[src/rtl/dr_gate_stage.sv]
module dr_gate_stage #(
  parameter bit          USE_OR = 1'b0,
  parameter int unsigned FANOUT = 2
) (
  input  logic              clk,
  input  logic              rst_n,
  input  logic              a_r0,
  input  logic              a_r1,
  input  logic              a_req,
  input  logic              b_r0,
  input  logic              b_r1,
  input  logic              b_req,
  output logic              in_ack,
  output logic              out_r0,
  output logic              out_r1,
  output logic              out_req,
  input  logic [FANOUT-1:0] out_ack,
  output logic              err
);

  logic x0, x1, y0, y1, c0, c1, f0, f1;

  generate
    if (USE_OR) begin : g_or
      assign x0 = a_r1;
      assign x1 = a_r0;
      assign y0 = b_r1;
      assign y1 = b_r0;
      assign f1 = c0;
      assign f0 = c1;
    end else begin : g_and
      assign x0 = a_r0;
      assign x1 = a_r1;
      assign y0 = b_r0;
      assign y1 = b_r1;
      assign f1 = c1;
      assign f0 = c0;
    end
  endgenerate

  assign c1 = x1 & y1;
  assign c0 = x0 | y0;

  wire a_ok    = a_r0 ^ a_r1;
  wire b_ok    = b_r0 ^ b_r1;
  wire bad     = (a_r0 & a_r1) | (b_r0 & b_r1);
  wire in_null = ~a_r0 & ~a_r1 & ~b_r0 & ~b_r1 & ~a_req & ~b_req;
  wire done    = out_r0 | out_r1;
  wire take    = ~done & ~in_ack & ~(|out_ack) & a_req & b_req & a_ok & b_ok;
  wire release_tok = done & (&out_ack);

  always_ff @(posedge clk or negedge rst_n) begin
    if (!rst_n) begin
      out_r0  <= 1'b0;
      out_r1  <= 1'b0;
      out_req <= 1'b0;
      in_ack  <= 1'b0;
      err     <= 1'b0;
    end else begin
      if (take) begin
        out_r0  <= f0;
        out_r1  <= f1;
        out_req <= 1'b1;
      end else if (release_tok) begin
        out_r0  <= 1'b0;
        out_r1  <= 1'b0;
        out_req <= 1'b0;
      end
      if (done)
        in_ack <= 1'b1;
      else if (in_null)
        in_ack <= 1'b0;
      err <= err | bad;
    end
  end

endmodule


[config.mk]
export PLATFORM = sky130hd
export DESIGN_NAME = dr_gate_stage
export DESIGN_NICKNAME = d
export VERILOG_FILES = /design/src/rtl/dr_gate_stage.sv
export SDC_FILE = /design/constraint.sdc
export NUM_CORES = 1
export LEC_CHECK = 0
export CAP_MARGIN = 10
export CORE_AREA = 2 2 39 41
export CTS_CLUSTER_DIAMETER = 40
export CTS_CLUSTER_SIZE = 20
export DETAILED_ROUTE_END_ITERATION = 6
export DIE_AREA = 0 0 41 43
export DONT_BUFFER_PORTS = 1
export MAX_ROUTING_LAYER = met4
export PLACE_DENSITY_LB_ADDON = 0.05
export SYNTH_ARGS = -nofsm -noshare
export SYNTH_HDL_FRONTEND = slang
export SYNTH_SLANG_ARGS = --single-unit
[constraint.sdc]
create_clock -name clk -period 0.8 [get_ports clk]
set_input_delay 0.12 -clock clk [delete_from_list [all_inputs] [get_ports clk]]
set_output_delay 0.12 -clock clk [all_outputs]
set_load 0.005 [all_outputs]
Word-level counts from Yosys, hierarchy flattened
Index checks and enable logic that the tools add are counted.
{"block": "op_classes", "n_mux": 6, "n_bitwise": 30, "n_reduce_logical": 4}
{"cell": "AND 1 bit", "n": 15}
{"cell": "NOT 1 bit", "n": 9}
{"cell": "2-to-1 mux 1 bit", "n": 6}
{"cell": "OR 1 bit", "n": 4}
{"cell": "nonzero test 2 bit", "n": 2}
{"cell": "AND reduction 2 bit", "n": 1}
{"cell": "OR reduction 2 bit", "n": 1}
{"cell": "XOR 1 bit", "n": 2}
{"block": "totals", "register_bits": 5, "inputBits": 10, "out_inout_bits": 5}

Longest topological paths before layout
Gate-level depths: netlist of run 1.
{"block": "logic_depth", "word_depth": 9, "ltp_mapped": 5}

Worst setup path before layout of run 1
No wires, ideal clock.
{"block": "synth_timing", "path_kind": "input-to-reg", "from": "input a_r0", "to": "register in_ack", "t_arrival_ps": 862, "required_ps": 678, "setup_slack_ps": -184, "cell_stages": 5, "n_path_buf": 0, "cell_sequence": "inv_1 ha_1 or4b_1 o21ai_1 nand2_1"}
{"block": "synth_between", "elab_chain_cells": 7}
{"element": "start, declared", "line": "7", "rtl": "input logic a_r0,"}
{"element": "NOT 1 bit", "line": "47", "rtl": "wire in_null = ~a_r0 & ~a_r1 & ~b_r0 & ~b_r1 & ~a_req & ~b_req;"}
{"element": "AND 1 bit (5 in series)", "line": "47"}
{"element": "nonzero test 2 bit (no line)"}
{"element": "end signal, assigned", "line": "57", "rtl": "in_ack <= 1'b0;"}
{"element": "end signal, assigned", "line": "70", "rtl": "in_ack <= 1'b1;"}
{"element": "end signal, assigned", "line": "72", "rtl": "in_ack <= 1'b0;"}
{"element": "end, declared", "line": "13", "rtl": "output logic in_ack,"}
No other way between the ends.
A chain may end at the register's enable or synchronous reset.

Worst setup path in the final report of run 1
{"block": "layout_timing", "from": "register in_ack", "to": "register out_r1"}
{"block": "layout_between", "elab_chain_cells": 8, "elab_cells_between_ends": 9}
{"element": "NOT 1 bit *", "line": "49", "rtl": "wire take = ~done & ~in_ack & ~(|out_ack) & a_req & b_req & a_ok & b_ok;"}
{"element": "AND 1 bit * (6 in series)", "line": "49"}
{"element": "2-to-1 mux 1 bit / nonzero test 2 bit (equally long branches)"}
{"element": "end signal, assigned", "line": "55", "rtl": "out_r1 <= 1'b0;"}
{"element": "end signal, assigned", "line": "62", "rtl": "out_r1 <= f1;"}
{"element": "end signal, assigned", "line": "66", "rtl": "out_r1 <= 1'b0;"}
{"element": "end, declared", "line": "15", "rtl": "output logic out_r1,"}
Every way passes the cells marked *; elsewhere a longest branch is shown, timed or not.

==> results of run 1 <==
## cell families (layout without fill, tap and decap cells)
kind of cell    after synthesis  in the layout  synth area share (%)
simple gates                 13             13                  26.0
compound gates                5              5                  9.30
flops                         5              5                  46.5
fa+ha+maj                     3              3                  14.0
buf+inv                       3             16                  4.19
## path summary, 6_finish.rpt
check / to / cells after the start / slack, ns / startpoint
worst max-delay path: out_r1 / 3 / -0.15 / in_ack
max in group asynchronous: in_ack / 1 / 0.43 / rst_n
worst min register to register: err / 1 / 0.49 / err
worst max register to register: out_r1 / 3 / -0.15 / in_ack
min in group asynchronous: out_req / 1 / 0.17 / rst_n
worst min-delay path: out_r1 / 2 / 0.02 / b_r1
## routing by layer
layer	up-vias	share of wire [%]	global-route usage [%]
met1	113	42	9.97
met3	2	14	8.90
li1	124	-	-
met2	14	42	10.9
met5	-	0	-
met4	0	1.5	10.0
## power groups by stage
stage / Combinational [mW] / Clock [mW] / Sequential [mW]
2_1_floorplan: 0.0605 / 0 / 0.319
3_3_place_gp: 0.121 / 0 / 0.320
3_5_place_dp: 0.123 / 0 / 0.318
4_1_cts: 0.144 / 0.320 / 0.315
5_1_grt: 0.155 / 0.349 / 0.319
6_report: 0.142 / 0.304 / 0.317
## state kept, by name, indices dropped and copies added, names as in the netlist
| name | cells |
|---|---|
| in_ack | 1 |
| err | 1 |
| out_r1 | 1 |
| out_req | 1 |
| out_r0 | 1 |
## metrics by stage
step                      hold WS [ns]  instances  power, mW  area [sq um]  setup WS [ns]
final                           0.0190         58      0.762           444         -0.146
after global routing           0.00937         58      0.823           444         -0.196
after CTS                      0.00153         57      0.778           429         -0.161
after detailed placement        -0.175         50      0.441           357         -0.211
after global placement          -0.175         50      0.440           357         -0.180
after floorplan                 -0.176         29      0.379           299         -0.162
## critical path, cell delays in order, from the launching register on
cell	delay, ns
dfrtp_1	0.38
and4b_2	0.29
nand3_2	0.09
o21ai_1	0.12
## cell usage in the layout, fill, tap and decap left out
master	n
ha_4	1
nand2_1	6
o21ai_0	2
clkbuf_4	3
buf_6	3
and4b_2	1
nand3_2	1
inv_6	1
buf_4	3
dlygate4sd3_1	3
inv_12	1
or3_1	1
or4b_1	1
clkinv_2	1
dfrtp_1	5
nor3b_1	1
inv_1	1
o21ai_2	1
nor2_2	1
ha_1	2
nor2_1	1
o21ai_1	2
## what timing repair did
item | in CTS | in global routing
pin swaps | 4 | 3
buffers inserted | 0 | 1
endpoints found under the setup margin | 9 | 9
gates resized for setup | 4 | 2
hold endpoints to repair | 7 | 0
hold buffers | 3 | 0
## layout make-up
cell class	instances	area [sq um]	share of cell area [%]
timing repair buffer	9	86.3	19.4
clock inverter	1	5.00	1.13
sequential	5	125	28.2
inverter	3	28.8	6.48
tap	16	20.0	4.51
multi-input combinational	21	156	35.2
clock buffer	3	22.5	5.07
==> metrics, run 1 <==
CTS tree=yes; Synth warnings=0; Port-buffer cells=0; failing checks=negative setup slack; cell with the most instances after synthesis=nand2_1; pwr/cell area=1720 nW/um^2; run status=finished, violations left; dpl hpwl=566 um; Clock Tree Buf Depth=2; Placer Congestion=0.625; #FFs+latches synth=5; Worst setup EP type=flop; Relative slew margins=83.4%; Pint=0.555 mW; Flop pwr share=about two fifths; core area=1380 sq um; Tcrit/Tclk final=118%; leading post-synthesis cells by cell area=dfrtp_1, ha_1, nand2_1, o21ai_0, and4b_2; Layout Area Growth over Synthesis=65.1%; Yosys top cell by area=dfrtp_1; list of most frequent post-synthesis cells=nand2_1, dfrtp_1, o21ai_0; hold crit path type=input pin to flop; largest net degree at the start of global routing=6; final setup fails=9; CTS H-tree lvls=1; Netlist Area Pre-Place=269 sq um; Net Switching=just over 0.2 mW; Slew Viols, Final=0; residual DRC count=0; EDFF count, synth=0; vias in the first global route=265; clk root buf=clkbuf_4; Clock Skew=between 0.00015 and 0.0002 ns; Detail Route Antenna Nets=0; Final #Nets=56; worst-margin pin slew=0.249 ns; commonest register cell after synthesis=dfrtp_1; die area=1760 sq um; TritonRoute pass-1 iters=2; Setup TNS=-0.827 ns; VDD IR max=a little under 700 uV; sequential fraction of the synthesis area=46.5%; Critical Path AT=roughly 1.1 ns; routed vias=253; Max Cap Violations=0; total track usage=between 10% and 20%; top cell type's share of synthesized area=between 40% and 50%; grt total ovfl=0; final WL=669 um; later-pin clock latency in the skew report=0.25 ns; unique cell type count in the Yosys netlist=12; CP startpoint kind=flop; setup ws final=-0.146 ns; global-route wire length before repair=1.00 mm; Pleak=0.200 nW; clock sink count=5; Die Width=41 um; Clk network pwr share=39.8%; initial DRC count=1; vias per cell=around 4.4; Combinational Power Share=18.6%; initial core utilization=19.4%; Final Hold Fails=0; FP Rows=14; fmax=1060 MHz; Data required, critical path=0.98 ns; top-level port count=15; FILL cells=~160; Sw Share=27.2%; Min Clock Period, post-route=0.946 ns; diode count=0; share of cells above drive strength 1=about two fifths; post-synthesis cell count=29; post-synth net total=42; RSZ-0062 raised after global routing=true; crit-path max FO=3; Die Height=43 um; Synth Area per Inst=between 9 and 10 sq um; CP Class=flop to flop; ys async rst share=100%; Num CTS Buffers=3; CTS clk-pin slew, worst paths=0.05 ns; Util after Layout=32.1%; DR WL/cell=around 12 um; initial antenna violation count=0
Power figures use the tool's default switching activity.
==> run 2: changes to the inputs <==
- clock period: 0.8 -> 1 ns (I/O delays scaled with it)
==> metrics, run 2 (same netlist as run 1, synthesis figures left out) <==
critical path's largest stage delay=0.37 ns; Clock Skew=0.00533 ns; Setup TNS=0 ns; Final #Nets=50; residual DRC count=0; most common cell after layout, fill and taps aside=nand2_1; pwr/cell area=between 1500 and 2000 nW/um^2; Max Cap Violations=0; initial core utilization=a little under 20%; Post-CTS Setup Bufs=0; most frequent cells in the layout=nand2_1, dfrtp_1, o21ai_1, clkbuf_4; final WL=approximately 640 um; Flop pwr share=a little over two fifths; run status=completed; top-level port count=15; Combinational Power Share=16.6%; Critical Path AT=1.12 ns; later-pin clock latency in the skew report=0.24 ns; Die Height=43 um; Placer Congestion=0.580; total track usage=a little under a tenth; Num CTS Buffers=3; routed vias=225; pre-CTS setup slack=-0.0430 ns; DR WL/cell=12.4 um; Clock Tree Buf Depth=2; diode count=0; CTS clk-pin slew, worst paths=0.05 ns; setup ws final=0.0576 ns; Multi-input gate area=about 150 sq um; met2 Track Usage GR=10.0%; Layout Area Growth over Synthesis=36.3%; delay-heaviest family, CP=flip-flops; initial DRC count=2; Min Clock Period, post-route=~0.94 ns; WHS Path Cells=2; WHS=0.0257 ns; CTS H-tree lvls=1; R2R Path Start=in_ack; FP Rows=14; Pleak=0.163 nW; hold crit path type=input pin to flop; Reg area=125 sq um; final setup fails=0; Pwr Total=about 0.58 mW; Tcrit/Tclk final=between 90% and 100%; hold_sp=a_req; clk root buf=clkbuf_4; vias per cell=approximately 4.3; hold worst-path end=in_ack; Net Switching=~0.15 mW; VDD IR max=573 uV; Detail Route Antenna Nets=0; Critical Path, Cell by Cell=and4b_2 -> nand3_2 -> o21ai_1; clock sink count=5; grt total ovfl=0; Pint=about 0.43 mW; register-to-register setup slack=0.06 ns; busiest grt layer=met1; die area=1760 sq um; RSZ-0062 raised after global routing=false; met3 GRT Util=8.38%; CTS tree=yes; Slew Viols, Final=0; CP startpoint kind=flop; Clk network pwr share=40.3%; Relative slew margins=84.0%; CP Class=flop to flop; initial antenna violation count=0; GR Util met1=between 10% and 20%; vias in the first global route=264; fmax=1060 MHz; share of cells above drive strength 1=30.6%; Worst setup EP type=flop; Die Width=41 um; Port-buffer cells=0; Worst path slowest cell=dfrtp_1; global-route wire length before repair=1.01 mm; FILL cells=162; dpl hpwl=564 um; crit-path max FO=3; reg2reg path depth=3; largest net degree at the start of global routing=6; core area=1380 sq um; Data required, critical path=1.17 ns; TritonRoute pass-1 iters=2; WP buf/inv=0; Sw Share=26.0%; Worst R2R End=out_r1; Final Hold Fails=0; worst-margin pin slew=0.239 ns
==> run 2: changes by cell type in the layout (fill, tap and decap cells not counted) <==
cell	change
buf_6	-3
dlygate4sd3_1	-2
buf_4	-1
inv_12	-1
inv_4	+1
nor2_1	+1
nor2_2	-1
o21ai_1	+1
o21ai_2	-1
==> run 2: layout make-up <==
type                       instances  area share (%)
tap                               16            5.46
clock inverter                     1            1.37
inverter                           3            5.12
sequential                         5            34.1
timing repair buffer               3            6.83
multi-input combinational         21            41.0
clock buffer                       3            6.14
==> run 2: worst max path at each step <==
stage                start  endpoint  slack (ns)  cells past startpoint
global route        in_ack    out_r1       0.002                      3
floorplan             a_r1    in_ack       0.003                      5
global placement    in_ack    out_r1       -0.02                      3
CTS                 in_ack    out_r0       0.006                      3
finish              in_ack    out_r1        0.06                      3
detailed placement    a_r1    in_ack       -0.04                      5
==> run 2: repair_timing <==
item	4_1_cts	5_1_grt
pin swaps	0	1
endpoints found under the setup margin	2	2
endpoints found under the hold margin	5	0
hold buffers	1	0
resized for setup	2	1
==> run 2: layer usage <==
| layer | routed length, um | vias to the layer above |
|---|---|---|
| met3 | 102 | 2 |
| met1 | 267 | 97 |
| met4 | 7 | 0 |
| met5 | 0 | - |
| met2 | 266 | 14 |
| li1 | - | 112 |
==> run 2: power groups by stage <==
| stage | clock, mW | combinational (mW) | sequential (mW) |
|---|---|---|---|
| 3_3_place_gp | 0 | 0.0892 | 0.256 |
| 2_1_floorplan | 0 | 0.0460 | 0.255 |
| 3_5_place_dp | 0 | 0.0903 | 0.254 |
| 4_1_cts | 0.248 | 0.0990 | 0.252 |
| 5_1_grt | 0.274 | 0.108 | 0.255 |
| 6_report | 0.235 | 0.0965 | 0.251 |
==> run 2: through the flow <==
| stage | cells | utilization (%) | instance area (sq um) |
|---|---|---|---|
| after floorplan | 29 | - | 289 |
| after global placement | 47 | 23.4 | 324 |
| after detailed placement | 47 | 23.4 | 324 |
| after CTS | 52 | 26.1 | 362 |
| after global routing | 52 | 26.5 | 367 |
| final | 52 | 26.5 | 367 |
==> run 3: changes to the inputs <==
- GPL_TIMING_DRIVEN: default -> 1
- HOLD_SLACK_MARGIN: default -> 0.02
- clock period: 1 -> 1.2 ns (I/O delays scaled with it)
==> metrics, run 3 (same netlist as run 1, synthesis figures left out) <==
grt total ovfl=0; Clock Tree Buf Depth=2; CTS H-tree lvls=1; hold crit path type=input pin to flop; total track usage=under 10%; Setup TNS=0 ns; Final #Nets=48; CTS clk-pin slew, worst paths=0.04 ns; Num CTS Buffers=3; dpl hpwl=528 um; setup ws final=0.166 ns; final WL=587 um; residual DRC count=0; vias in the first global route=roughly 280; Port-buffer cells=0; Relative slew margins=84.7%; pre-CTS setup slack=roughly 0.10 ns; CTS tree=yes; clock sink count=5; Placer Congestion=0.626; Tcrit/Tclk final=86.2%; Die Height=approximately 43 um; Placed Cells=45; Final Hold Fails=0; share of cells above drive strength 1=11.8%; Min Clock Period, post-route=1.03 ns; routed vias=215; Die Width=41 um; RSZ-0062 raised after global routing=false; reg2reg path depth=3; initial antenna violation count=0; CP Class=flop to flop; most common cell after layout, fill and taps aside=nand2_1; WHS Path Cells=2; Util after Layout=23.5%; initial DRC count=2; most frequent cells in the layout=nand2_1, dfrtp_1, o21ai_0; later-pin clock latency in the skew report=around 0.23 ns; vias per cell=~4.3; crit-path max FO=3; largest net degree at the start of global routing=6; fmax=967 MHz; Worst setup EP type=flop; Post-CTS Setup Bufs=0; initial core utilization=19.4%; pwr/cell area=1390 nW/um^2; FP Rows=14; DR WL/cell=11.7 um; global-route wire length before repair=approximately 940 um; post_cts resized=0; final std cells w/o fill=50; Detail Route Antenna Nets=0; Slew Viols, Final=0; top-level port count=15; die area=1760 sq um; Pleak=0.152 nW; VDD IR max=276 uV; core area=1380 sq um; Max Cap Violations=0; Clock Skew=0.00318 ns; diode count=0; clk root buf=clkbuf_4; Pwr Total=between 0.4 and 0.5 mW; run status=completed; CP startpoint kind=flop; final setup fails=0; TritonRoute pass-1 iters=2; Data required, critical path=about 1.4 ns; Layout Area Growth over Synthesis=20.9%; worst-margin pin slew=0.229 ns; Critical Path AT=1.19 ns
-- run 3: area by class of cell --
type	instances	area, sq um
timing repair buffer	1	10.0
fill	159	1060
tap	16	20.0
clock buffer	4	26.3
multi-input combinational	21	133
inverter	3	11.3
sequential	5	125
-- run 3: critical path, stage by stage, from the launching register on --
cell	delay (ns)
dfrtp_1	0.40
and4b_2	0.29
nand3_1	0.09
o21ai_0	0.17
-- run 3: where the power goes --
group	total (mW)	switching, mW	internal, mW
Combinational	0.0474	0.0232	0.0243
Sequential	0.218	0.0232	0.194
Clock	0.186	0.0612	0.125
-- run 3: final timing paths --
path | from | to | slack (ns)
setup / recovery | in_ack | out_r1 | 0.17
hold reg to reg | err | err | 0.49
setup reg to reg | in_ack | out_r1 | 0.17
hold / removal | a_req | in_ack | 0.09
max in group asynchronous | rst_n | out_req | 0.77
min in group asynchronous | rst_n | err | 0.23
-- run 3: metrics by stage --
stage          instance area, sq um  hold slack, ns
2_1_floorplan                   269          -0.116
3_3_place_gp                    289          -0.115
3_5_place_dp                    289          -0.115
4_1_cts                         325          0.0813
5_1_grt                         325          0.0877
6_report                        325          0.0850
-- run 3: timing repair --
action	4_1_cts	5_1_grt
hold buffers	1	0
endpoints found under the hold margin	5	0
setup endpoints to repair	0	0
-- run 3: layer usage --
| metal | global-route usage (%) | vias up | wire length [um] |
|---|---|---|---|
| li1 | - | 107 | - |
| met1 | 9.77 | 93 | 224 |
| met2 | 10.9 | 13 | 259 |
| met3 | 2.62 | 2 | 83 |
| met4 | 12.0 | 0 | 19 |
| met5 | - | - | 0 |
